<file path="src/rtl/pdet_pkg.sv">
package pdet_pkg;

   typedef enum logic {
      MODE_LINEAR = 1'b0,
      MODE_TRACK  = 1'b1
   } pd_mode_e;

   function automatic int unsigned clog2_min1(input int unsigned v);
      int unsigned r;
      r = 1;
      while ((1 << r) < v) r++;
      return r;
   endfunction

endpackage

</file>
<file path="src/rtl/pdet_ref_acc.sv">
module pdet_ref_acc #(
   parameter int W    = 8,
   parameter int FRAC = 2
) (
   input  logic              clk,
   input  logic              rst,
   input  logic [W+FRAC-1:0] n_step,
   output logic [W-1:0]      acc_int
);
   localparam int AW = W + FRAC;

   logic [AW-1:0] acc_q;

   always_ff @(posedge clk) begin
      if (rst) acc_q <= '0;
      else     acc_q <= acc_q + n_step;
   end

   generate
      if (FRAC > 0) begin : g_frac
         assign acc_int = acc_q[AW-1:FRAC];
      end else begin : g_plain
         assign acc_int = acc_q;
      end
   endgenerate

   assert_acc_step_R2: assert property (@(posedge clk) disable iff (rst)
      !rst |=> (acc_q - $past(acc_q)) == $past(n_step));

endmodule

</file>
<file path="src/rtl/pdet_err_calc.sv">
module pdet_err_calc #(
   parameter int W = 8
) (
   input  logic         clk,
   input  logic         rst,
   input  logic [W-1:0] ref_int,
   input  logic [W-1:0] osc_in,
   output logic [W-1:0] err,
   output logic [W-1:0] mag
);
   logic [W-1:0] osc_q;

   always_ff @(posedge clk) begin
      if (rst) osc_q <= '0;
      else     osc_q <= osc_in;
   end

   always_comb begin
      err = ref_int - osc_q;
      mag = err[W-1] ? (~err + 1'b1) : err;
   end

   assert_err_diff_R3: assert property (@(posedge clk) disable iff (rst)
      !rst |=> (ref_int - err) == $past(osc_in));

   assert_mag_edge_R10: assert property (@(posedge clk) disable iff (rst)
      (err == {1'b1, {(W-1){1'b0}}}) |-> (mag == err));

endmodule

</file>
<file path="src/rtl/pdet_lock_mon.sv">
module pdet_lock_mon #(
   parameter int W  = 8,
   parameter int CW = 4
) (
   input  logic          clk,
   input  logic          rst,
   input  logic [W-1:0]  mag,
   input  logic [W-1:0]  lock_thr,
   input  logic [W-1:0]  unlock_thr,
   input  logic [CW-1:0] lock_len,
   output logic          track_nxt,
   output logic          track,
   output logic          chg
);
   import pdet_pkg::*;

   pd_mode_e      mode_q, mode_d;
   logic [CW-1:0] run_q, run_d;
   logic [CW:0]   need;
   logic          chg_d;

   always_comb begin
      need   = (lock_len == '0) ? {{CW{1'b0}}, 1'b1} : {1'b0, lock_len};
      mode_d = mode_q;
      run_d  = run_q;
      chg_d  = 1'b0;
      if (mode_q == MODE_LINEAR) begin
         if (mag <= lock_thr) begin
            if (({1'b0, run_q} + 1'b1) >= need) begin
               mode_d = MODE_TRACK;
               run_d  = '0;
               chg_d  = 1'b1;
            end else begin
               run_d = run_q + 1'b1;
            end
         end else begin
            run_d = '0;
         end
      end else if (mag > unlock_thr) begin
         mode_d = MODE_LINEAR;
         run_d  = '0;
         chg_d  = 1'b1;
      end
   end

   always_ff @(posedge clk) begin
      if (rst) begin
         mode_q <= MODE_LINEAR;
         run_q  <= '0;
         chg    <= 1'b0;
      end else begin
         mode_q <= mode_d;
         run_q  <= run_d;
         chg    <= chg_d;
      end
   end

   assign track_nxt = (mode_d == MODE_TRACK);
   assign track     = (mode_q == MODE_TRACK);

   assert_keep_track_R7: assert property (@(posedge clk) disable iff (rst)
      (track && mag <= unlock_thr) |=> track);

   assert_drop_track_R7: assert property (@(posedge clk) disable iff (rst)
      (track && mag > unlock_thr) |=> !track);

   assert_no_early_lock_R6: assert property (@(posedge clk) disable iff (rst)
      (!track && mag > lock_thr) |=> !track);

endmodule

</file>
<file path="src/rtl/pdet_out_stage.sv">
module pdet_out_stage #(
   parameter int W = 8
) (
   input  logic                clk,
   input  logic                rst,
   input  logic [W-1:0]        err,
   input  logic                track_nxt,
   output logic signed [W-1:0] err_out,
   output logic                err_valid
);
   localparam logic [W-1:0] PLUS_ONE  = W'(1);
   localparam logic [W-1:0] MINUS_ONE = {W{1'b1}};

   always_ff @(posedge clk) begin
      if (rst) begin
         err_out   <= '0;
         err_valid <= 1'b0;
      end else begin
         err_out   <= track_nxt ? (err[W-1] ? MINUS_ONE : PLUS_ONE) : err;
         err_valid <= 1'b1;
      end
   end

   assert_linear_pass_R4: assert property (@(posedge clk) disable iff (rst)
      (!rst && !track_nxt) |=> err_out == $past(err));

endmodule

</file>
<file path="src/rtl/phase_det_dual.sv">
module phase_det_dual #(
   parameter int W          = 12,
   parameter int PRESC_LOG2 = 2,
   parameter int CW         = 6
) (
   input  logic                       clk,
   input  logic                       rst,
   input  logic [W+PRESC_LOG2-1:0]    mult_n,
   input  logic [W-1:0]               osc_count,
   input  logic [W-1:0]               lock_thr,
   input  logic [W-1:0]               unlock_thr,
   input  logic [CW-1:0]              lock_len,
   output logic signed [W-1:0]        err_out,
   output logic                       err_valid,
   output logic                       mode_track,
   output logic                       mode_chg
);
   localparam int FRAC = PRESC_LOG2;

   generate
      if (W < 4) begin : g_bad_w
         $error("phase_det_dual: W must be at least 4");
      end
      if (FRAC > 4) begin : g_bad_frac
         $error("phase_det_dual: PRESC_LOG2 must be 4 or less");
      end
      if (CW < 1) begin : g_bad_cw
         $error("phase_det_dual: CW must be at least 1");
      end
   endgenerate

   logic [W-1:0] ref_int;
   logic [W-1:0] err_raw;
   logic [W-1:0] err_mag;
   logic         trk_nxt;

   pdet_ref_acc #(.W(W), .FRAC(FRAC)) u_ref (
      .clk    (clk),
      .rst    (rst),
      .n_step (mult_n),
      .acc_int(ref_int)
   );

   pdet_err_calc #(.W(W)) u_err (
      .clk    (clk),
      .rst    (rst),
      .ref_int(ref_int),
      .osc_in (osc_count),
      .err    (err_raw),
      .mag    (err_mag)
   );

   pdet_lock_mon #(.W(W), .CW(CW)) u_lock (
      .clk       (clk),
      .rst       (rst),
      .mag       (err_mag),
      .lock_thr  (lock_thr),
      .unlock_thr(unlock_thr),
      .lock_len  (lock_len),
      .track_nxt (trk_nxt),
      .track     (mode_track),
      .chg       (mode_chg)
   );

   pdet_out_stage #(.W(W)) u_out (
      .clk      (clk),
      .rst      (rst),
      .err      (err_raw),
      .track_nxt(trk_nxt),
      .err_out  (err_out),
      .err_valid(err_valid)
   );

   assert_chg_pulse_R8: assert property (@(posedge clk) disable iff (rst)
      mode_chg |-> (mode_track != $past(mode_track)));

   assert_sign_only_R5: assert property (@(posedge clk) disable iff (rst)
      (mode_track && err_valid) |-> (err_out == 1 || err_out == -1));

   assert_valid_R9: assert property (@(posedge clk) disable iff (rst)
      !rst |=> err_valid);

endmodule

</file>
<file path="config.mk">
export PLATFORM = sky130hd
export DESIGN_NAME = phase_det_dual
export DESIGN_NICKNAME = d
export VERILOG_FILES = /design/src/rtl/pdet_pkg.sv /design/src/rtl/pdet_ref_acc.sv /design/src/rtl/pdet_err_calc.sv /design/src/rtl/pdet_lock_mon.sv /design/src/rtl/pdet_out_stage.sv /design/src/rtl/phase_det_dual.sv
export SDC_FILE = /design/constraint.sdc
export NUM_CORES = 1
export LEC_CHECK = 0
export ABC_AREA = 1
export BUFFER_PORTS_ARGS = -buffer_cell sky130_fd_sc_hd__buf_2
export CAP_MARGIN = 10
export CORE_MARGIN = 10
export CORE_UTILIZATION = 61
export DETAILED_ROUTE_END_ITERATION = 7
export PLACE_DENSITY = 0.87
export REMOVE_ABC_BUFFERS = 1
export SYNTH_ARGS = -nofsm -noshare
export SYNTH_HDL_FRONTEND = slang
export SYNTH_SLANG_ARGS = --single-unit
</file>
<file path="constraint.sdc">
create_clock -name clk -period 7.6 [get_ports clk]
set_clock_uncertainty 0.1 [all_clocks]
set_input_delay 1.52 -clock clk [delete_from_list [all_inputs] [get_ports clk]]
set_output_delay 1.52 -clock clk [all_outputs]
set_load 0.05 [all_outputs]
</file>
### Word level (Yosys, flattened, before mapping)

Index checks and enable logic that the tools add are counted.

| storage, ports and cells | value |
|---|---|
| register bits after elaboration | 47 |
| input bits | 58 |
| output and inout port bits | 15 |
| logic and storage cells | 33 |

| cells by class | value |
|---|---|
| $add $sub $neg | 5 |
| $lt $le $gt $ge | 3 |
| eq/ne operators | 1 |
| multiplexer cells | 15 |
| bitwise logic cells | 1 |
| reduce and logical (&&, ||, !) cells | 1 |

Operators with widths:

| cell | number |
|---|---|
| 12-bit two-way mux | 3 |
| 6-bit two-way mux | 5 |
| 14-bit adder | 1 |
| 12-bit by 1-bit adder with 12-bit output (second input constant) | 1 |
| 12-bit greater-than comparator | 1 |
| 12-bit less-or-equal comparator | 1 |
| 12-bit inverter | 1 |
| 12-bit subtractor | 1 |
| 6-bit by 1-bit adder with 7-bit output (second input constant) | 1 |
| 7-bit greater-or-equal comparator | 1 |
| 1-bit two-way mux | 7 |
| 6-bit by 1-bit adder with 6-bit output (second input constant) | 1 |
| 6-bit zero test | 1 |
| 2-bit inequality test (second input constant) | 1 |

### Depth between registers and ports, before layout

Gate-level depths: netlist (run 1).

| depth | value |
|---|---|
| depth in word-level cells | 8 |
| gate-level depth with buffers | 27 |
| depth with buffers taken out | 27 |

### Cells and area by module

Synthesis (run 1) repeated with hierarchy kept, for this count alone.

| unflattened totals | value |
|---|---|
| cell total of the unflattened synthesis | 662 |
| area, all modules | 4256.6 um^2 |

By module, submodules not included:

| module | instances | cells each | area each (um^2) | seq. area each (um^2) |
|---|---|---|---|---|
| pdet_lock_mon | 1 | 204 | 1346.3 | 160.2 |
| pdet_err_calc | 1 | 216 | 1285.0 | 240.2 |
| pdet_ref_acc | 1 | 201 | 1238.7 | 280.3 |
| pdet_out_stage | 1 | 41 | 386.6 | 260.2 |

### Least setup slack after synthesis (run 1)

Ideal clock, no wire load.

| timing path | value |
|---|---|
| path kind | register to register |
| start point | reg u_ref.acc_q[2] |
| end point | reg u_out.err_out[2] |
| library setup time | 71 ps |
| arrival | 3209 ps |
| required time | 7429 ps |
| setup slack | 4220 ps |
| stages on the path, launching flop included | 24 |
| path buffers | 1 |
| period minus slack after synthesis | 3380 ps |
| cell sequence | dfxtp_1 inv_1 ha_1 fa_1 ha_1 inv_1 nor2_1 nand3_1 nor2_1 nand4_1 nand2_1 nand3_1 nand2_1 inv_1 ha_1 nand4_1 nor2_1 nand2_1 nand3_1 nand2_1 nand3_1 clkbuf_1 nand3_1 a21oi_1 |

| between the ends | value |
|---|---|
| word-level cells in the longest chain between the ends | 8 |
| elaborated cells on any way between the ends | 11 |
| classes of those cells | add/sub (2); order compare (2); mux (6); bitwise (1) |

RTL lines:

| item | line | source |
|---|---|---|
| start: declaration | pdet_ref_acc.sv:12 | `logic [AW-1:0] acc_q;` |
| start signal: assignment | pdet_ref_acc.sv:16 | `else acc_q <= acc_q + n_step;` |
| 12-bit subtractor (*) | pdet_err_calc.sv:19 | `err = ref_int - osc_q;` |
| 12-bit inverter | pdet_err_calc.sv:20 | `mag = err[W-1] ? (~err + 1'b1) : err;` |
| 12-bit by 1-bit adder with 12-bit output | pdet_err_calc.sv:20 |  |
| 12-bit two-way mux | pdet_err_calc.sv:20 |  |
| 12-bit less-or-equal comparator / 12-bit greater-than comparator (equally long branches) | pdet_lock_mon.sv:28, pdet_lock_mon.sv:39 |  |
| 1-bit two-way mux, on equally long branches | pdet_lock_mon.sv:28, pdet_lock_mon.sv:39 |  |
| 1-bit two-way mux | pdet_lock_mon.sv:27 | `if (mode_q == MODE_LINEAR) begin` |
| 12-bit two-way mux (*) | pdet_out_stage.sv:19 | `err_out <= track_nxt ? (err[W-1] ? MINUS_ONE : PLUS_ONE) : err;` |
| end signal: assignment | pdet_out_stage.sv:19 |  |
| end: declaration | pdet_out_stage.sv:8 | `output logic signed [W-1:0] err_out,` |

Mark *: on every way between the ends. The rest lies on a longest branch, timed or not.
A chain may end at the register's enable or synchronous reset.

### Final worst setup path (run 1)

| timing path | value |
|---|---|
| start point | reg u_ref.acc_q[2] |
| end point | reg u_out.err_out[8] |

The elaborated chain is that of the path after synthesis.

==> summary.txt, run 1 <==
Run status
  – Status: finished, final reports clean

Clock network
  – Post-CTS resize count: 0
  – Clk sink count: 47
  – CTS Hold Bufs: 0
  – Worst-path clk slew: 90 ps
  – Clock Latency Late Sink: a little over 300 ps
  – Max clock buf depth: 2
  – CTS tree: done
  – CTS Buf Count: 5
  – CTS H-tree lvls: 2
  – Postcts setup bufs: 0
  – CTS root buf: clkbuf_8

GRT
  – Total GRT Usage: 0.185
  – Antenna violations before repair: 0
  – Grt ovf: 0
  – Largest net degree at the start of global routing: 36
  – Vias in the first global route: between 3,000 and 4,000
  – First-pass GRT wire length: 15.6 mm

Placed design
  – PortBufs: 72
  – Gpl congestion: 0.952
  – DPL Wire Length: 7.56 mm

Floorplan
  – Initial Util: 0.637
  – Ports: 73
  – Die area: 0.00982 mm²
  – # rows: 28
  – Die X: 99.1 µm
  – Die height: about 100 µm
  – Core area: 0.00599 mm²

Yosys
  – Yosys cell types: 33
  – Post-Synthesis Cells: about 570
  – Mapped Area: 0.00382 mm²
  – Mux cell area share after synthesis: 0
  – Combinational family with the most area after synthesis: simple AND/OR/NAND/NOR gates
  – Compound-Gate Fraction of Synth Area: 0.128
  – Ys Warns: 0
  – Number of flops mapped to enable cells by yosys: 0
  – Simple-Gate Fraction of Synth Area: 0.274
  – Most used flip-flop cell after synthesis: dfxtp_1
  – Mean Syn Cell Area: 6.66 µm²
  – Synth Area in XOR/XNOR: 0.0275
  – Synth Area in Adders: 0.194
  – #FFs+latches synth: 47
  – Synth async-reset ratio: 0
  – Sequential fraction of the synthesis area: 0.246

Run
  – Maxcap violations: 0

Hold path
  – Worst hold-check path type: reg2reg
  – Hold wc startpoint: u_lock.run_q[1]$_SDFFE_PP0P_

Layout
  – Fin util: 0.724
  – Inserted Diodes: 0
  – Fill cell count: around 500
  – Nets: 759
  – Share of cells above drive strength 1: 0.152
  – Area grow syn2layout: 13.6%
  – Area of the multi-input gates: 0.00238 mm²
  – FF/Latch Area: around 940 µm²

STA
  – Final Max Tran Viols: 0
  – RSZ-0062 raised after global routing: false
  – Rel. slew slack: 0.581
  – Fin crit share: 0.544
  – Setup_tns: 0 ps
  – F_max: 0.242 GHz
  – # setup viols final: 0
  – Fin. Hold Viols: 0
  – Worst slew pin tran: 629 ps
  – Minimum clock period: 4130 ps

Route
  – Final WL: 9.19 mm
  – Post-route DRC: 0
  – ANT nets after route: 0
  – Total iterations of the first detailed-routing run: 5
  – Vias post-DR: around 3,800
  – WL per Instance: roughly 13 µm
  – Routed vias/inst: 5.27
  – Drt first-iter violations: 204

Power
  – Pwr/cell area: approximately 390 mW/mm²
  – Total power draw: between 1.5 and 2 mW
  – Max IR drop VDD: 0.301 mV
  – Leakage: around 2.5 nW

Setup path
  – Worst path required time: 7740 ps
  – Reg-to-reg startpoint: u_ref.acc_q[2]$_SDFF_PP0_
  – Arrival time of the worst setup path: 4270 ps
  – Crit path from: u_ref.acc_q[2]$_SDFF_PP0_
  – Startpoint types: flop
  – Crit path capture type: flop
  – Peak fanout along the critical path: 12
  – Critical path class: reg2reg
==> registers in the layout, summed over array words and instances (netlist names) <==
name / flops
u_out.err_out: 12
u_lock.track: 1
u_ref.acc_q: 14
u_out.err_valid: 1
u_err.osc_q: 12
u_lock.run_q: 6
u_lock.chg: 1
==> layout make-up <==
class	count	area share
sequential	47	0.217
tap	75	0.0216
timing repair buffer	72	0.0830
clock inverter	3	0.0110
inverter	119	0.103
multi-input combinational	398	0.549
clock buffer	5	0.0159
==> report_power, final <==
group	total, mW	switching [mW]	internal, mW
Combinational	1.17	0.765	0.409
Sequential	0.336	0.0320	0.304
Clock	0.189	0.0891	0.0997
==> cells in the mapped netlist (2+ instances only) <==
library cell,count,area [µm²]
a21boi_0,2,15.0
nand4_1,8,50.1
nand3_1,42,210
nand2_2,11,68.8
dfxtp_1,47,941
a21oi_1,52,260
nor2_1,48,180
clkbuf_1,6,22.5
nor3_1,5,25.0
nor2_2,2,12.5
o21a_1,2,15.0
o21ai_0,22,110
nand3b_1,5,37.5
ha_1,56,701
nand2_1,115,432
inv_1,119,447
o21bai_1,3,22.5
fa_1,2,40.0
xor2_1,11,96.3
buf_6,2,22.5
==> per-stage QoR <==
stage          area [µm²]  std cells  setup slack (ps)  hold WS, ps
5_1_grt              4340        719              3120          409
3_3_place_gp         4220        711              3750          353
4_1_cts              4340        719              3540          395
6_report             4340        719              3470          390
2_1_floorplan        3770        564              4120          339
3_5_place_dp         4220        711              3570          367
==> metal layers <==
layer	routed length [µm]	track usage	up-vias
li1	-	-	1967
met1	3870	0.211	1683
met2	4440	0.324	117
met3	669	0.0471	19
met4	210	0.0673	0
met5	0	0	-
==> critical path, cell delays in order, from the launching register on <==
cell	delay (ps)
dfxtp_1	340
inv_1	50
ha_1	210
fa_1	390
inv_1	120
nand3_1	100
nand2_1	120
nand2_1	90
nand2_1	90
nand2_1	50
nand2_1	90
inv_1	70
o21ai_0	260
nand3_1	130
nand2_1	80
inv_1	60
ha_1	310
a21oi_1	180
o21a_1	140
nand3_1	90
nand2_1	110
nand3_1	340
nand2_1	260
nand2_4	110
a21oi_1	160
==> placed cells by master, fill, tap and decap left out <==
cell       Yosys  final
and3_1         1      1
o31ai_1        1      1
xnor2_1        1      1
inv_6          0      1
a21boi_0       2      2
nand3_1       42     42
nand2_4        1      1
fa_1           2      2
a21oi_2        1      1
a211oi_1       1      1
nand2_2       11     11
nor2_2         2      2
o21bai_1       3      3
o21a_1         2      2
clkinv_4       0      1
xor2_1        11     11
ha_1          56     56
nand4_1        8      8
nor2_1        48     48
a31o_2         1      1
dfxtp_1       47     47
nor3_1         5      5
a21oi_1       52     52
nand3b_1       5      5
clkbuf_8       0      5
o21ai_2        1      1
a21oi_4        1      1
nand2_1      115    115
buf_2          1     72
o21ai_0       22     22
bufinv_16      0      1
nor4_1         1      1
nor3b_1        1      1
inv_1        119    119
a21o_1         1      1
==> worst paths after layout <==
kind	to	slack (ps)	cells after the start
max	u_out.err_out[8]$_SDFF_PP0_	3470	24
min	u_lock.run_q[1]$_SDFFE_PP0P_	390	2
max reg2reg	u_out.err_out[8]$_SDFF_PP0_	3470	24
min reg2reg	u_lock.run_q[1]$_SDFFE_PP0P_	390	2
==> logic make-up (layout without fill, tap and decap cells) <==
group,after synthesis,in the layout
buffers and inverters,128,199
flip-flops,47,47
AND/OR/NAND/NOR,240,240
AO/OA/AOI/OAI,88,88
XOR/XNOR,12,12
adder cells (fa/ha/maj),58,58
Note: power is estimated with default switching activity, not from simulation.
==> run 2, diff against run 1 <==
- CORE_UTILIZATION: 61 -> 51
- PLACE_DENSITY: 0.87 -> 0.77
- clock period: 7.6 -> 3.6 ns (I/O delays scaled with it)
==> run 2 against run 1 <==
Clock-buffer cell count unchanged. Sequential power up 120%. Via count up 1.9%. Core utilization down 4.8 points. Cell area up 13%. Maximum frequency up 19%. Routed wire length up 6.7%.
==> summary.txt, run 2 (synthesized netlist as in run 1, its figures left out) <==
Layout
  – Top flop regs: u_ref.acc_q x14, u_err.osc_q x12, u_out.err_out x12
  – FF/Latch Area: 943 µm²
  – Most frequent cells in the layout: inv_1, nand2_1, buf_2, a21oi_1, dfxtp_1
  – Share of cells above drive strength 1: 0.280
  – Biggest register: u_ref.acc_q
  – Cell area after layout: 0.00490 mm²
  – Area grow syn2layout: 28.4%
  – Fill cell count: 628
  – Area of the multi-input gates: roughly 0.0027 mm²
  – Number of flip-flops in the largest register: 14
  – Nets: between 700 and 800
  – Most common cell after layout, fill and taps aside: inv_1
  – Inserted Diodes: 0

Setup path
  – Critical path class: reg2reg
  – Worst path required time: 3740 ps
  – Largest stage delay, worst path: 570 ps
  – CP max stage cell: fa_2
  – Reg-to-reg startpoint: u_ref.acc_q[2]$_SDFF_PP0_
  – Arrival time of the worst setup path: about 3600 ps
  – R2R setup slack: roughly 120 ps
  – End of the worst register-to-register path: u_out.err_out[3]$_SDFF_PP0_
  – CP Cell Sequence: inv_2 -> ha_4 -> fa_2 -> buf_6 -> nand2_4 -> nor2_4 -> nand3_2 -> nor2_1 -> nand2_1 -> nand2_2 -> xor2_2 -> inv_2 -> ha_4 -> nand4_1 -> nor3_2 -> nand2_1 -> nand3_2 -> nand2_2 -> nand2_4 -> buf_6 -> nand3_2 -> a21oi_1
  – Startpoint types: flop
  – Peak fanout along the critical path: 5
  – Crit path capture type: flop
  – R2R depth: 22
  – Most used cell, CP: nand3_2

Power
  – Leakage: 2.67 nW
  – Max IR drop VDD: 0.393 mV
  – Total power draw: 4.28 mW
  – Pwr/cell area: about 870 mW/mm²

GRT
  – First-pass GRT wire length: 15.8 mm
  – Vias in the first global route: 3,780
  – Total GRT Usage: 0.164
  – Grt ovf: 0
  – Largest net degree at the start of global routing: 36
  – Antenna violations before repair: 0

Run
  – Maxcap violations: 0

Route
  – WL per Instance: around 13 µm
  – Routed vias/inst: between 5 and 6
  – Total iterations of the first detailed-routing run: 4
  – Post-route DRC: 0
  – ANT nets after route: 0
  – Drt first-iter violations: 140
  – Final WL: 9.81 mm
  – Vias post-DR: 3,857

STA
  – Rel. slew slack: 0.543
  – RSZ-0062 raised after global routing: true
  – # setup viols final: 0
  – Minimum clock period: 3480 ps
  – Final Max Tran Viols: 0
  – F_max: 0.288 GHz
  – Final setup margin: 124 ps
  – Fin crit share: 0.966
  – Setup_tns: 0 ps
  – Fin. Hold Viols: 0
  – Worst slew pin tran: ~700 ps

Floorplan
  – Die X: between 100 and 150 µm
  – Die area: 0.0113 mm²
  – Ports: 73
  – Core area: 0.00725 mm²
  – # rows: 31
  – Initial Util: 0.526
  – Die height: roughly 110 µm

Placed design
  – Gpl congestion: 0.869
  – DPL Wire Length: just under 8 mm
  – Post-place setup slack: -164 ps
  – PortBufs: 72
  – Placed inst area: around 0.0044 mm²

Hold path
  – Worst hold-check path type: reg2reg
  – Hold Path End: u_lock.run_q[1]$_SDFFE_PP0P_
  – Hold wc startpoint: u_lock.run_q[1]$_SDFFE_PP0P_
  – Hold Crit Depth: 2

Clock network
  – Worst-path clk slew: 90 ps
  – CTS Hold Bufs: 0
  – Max clock buf depth: 2
  – CTS Buf Count: 5
  – CTS root buf: clkbuf_8
  – Clock Latency Late Sink: approximately 310 ps
  – CTS tree: done
  – CTS H-tree lvls: 2
  – Clk sink count: between 40 and 50

Run status
  – Status: finished, final reports clean
==> run 2: cell types whose count changed in the layout (fill, tap and decap cells not counted), moves of 9 or more <==
cell	change
inv_2	+10
ha_1	-16
ha_4	+14
nand2_2	+11
nand2_1	-15
nand3_2	+9
inv_1	-10
buf_4	+13
nand3_1	-9
==> run 2: repair_timing <==
action | in CTS | in global routing
resized for setup | 16 | 69
setup buffers | 3 | 2
cloned | 2 | 0
endpoints found under the setup margin | 18 | 19
pin swaps | 10 | 33
==> run 2: how the worst max path moves through the flow <==
stage | startpoint | endpoint | slack [ps] | depth (start not counted)
final | u_ref.acc_q[2]$_SDFF_PP0_ | u_out.err_out[3]$_SDFF_PP0_ | 120 | 22
after floorplan | u_ref.acc_q[2]$_SDFF_PP0_ | u_out.err_out[10]$_SDFF_PP0_ | 120 | 23
after global placement | u_ref.acc_q[2]$_SDFF_PP0_ | u_out.err_out[6]$_SDFF_PP0_ | 100 | 25
after CTS | u_ref.acc_q[2]$_SDFF_PP0_ | u_out.err_out[4]$_SDFF_PP0_ | 30 | 22
after global routing | u_ref.acc_q[2]$_SDFF_PP0_ | u_out.err_out[3]$_SDFF_PP0_ | -120 | 22
after detailed placement | u_ref.acc_q[2]$_SDFF_PP0_ | u_out.err_out[4]$_SDFF_PP0_ | -160 | 25
==> run 2: area by class of cell <==
cell class,instances,share of cell area
clock buffers,5,0.0140
clock inverters,3,0.00944
inverters,119,0.0911
multi-input cells,399,0.559
flip-flops and latches,47,0.192
well taps,99,0.0253
repair buffers,91,0.109
==> run 2: critical path: cells and delay by family (launching register included) <==
family,cells,cell delay (ps)
AND/OR/NAND/NOR,13,1270
XOR/XNOR,1,160
flip-flops,1,350
AO/OA/AOI/OAI,1,130
buffers and inverters,4,390
adder cells (fa/ha/maj),3,990
==> run 2: power by group <==
group | switching [mW] | total, mW | internal, mW
clock network | 0.190 | 0.399 | 0.209
registers | 0.0785 | 0.723 | 0.644
logic | 1.90 | 3.16 | 1.27
==> run 2: metal layers <==
metal  share of wire  track usage  vias to the layer above
li1                -            -                     2010
met2            0.49        0.300                      109
met1            0.41        0.177                     1714
met5               0            0                        -
met4           0.032       0.0580                        0
met3           0.066       0.0429                       24
==> run 2: metrics by stage <==
stage / instances / utilization / hold slack [ps]
after floorplan: 564 / - / 339
after global placement: 748 / 0.602 / 361
after detailed placement: 748 / 0.602 / 363
after CTS: 761 / 0.630 / 378
after global routing: 763 / 0.676 / 430
final: 763 / 0.676 / 399
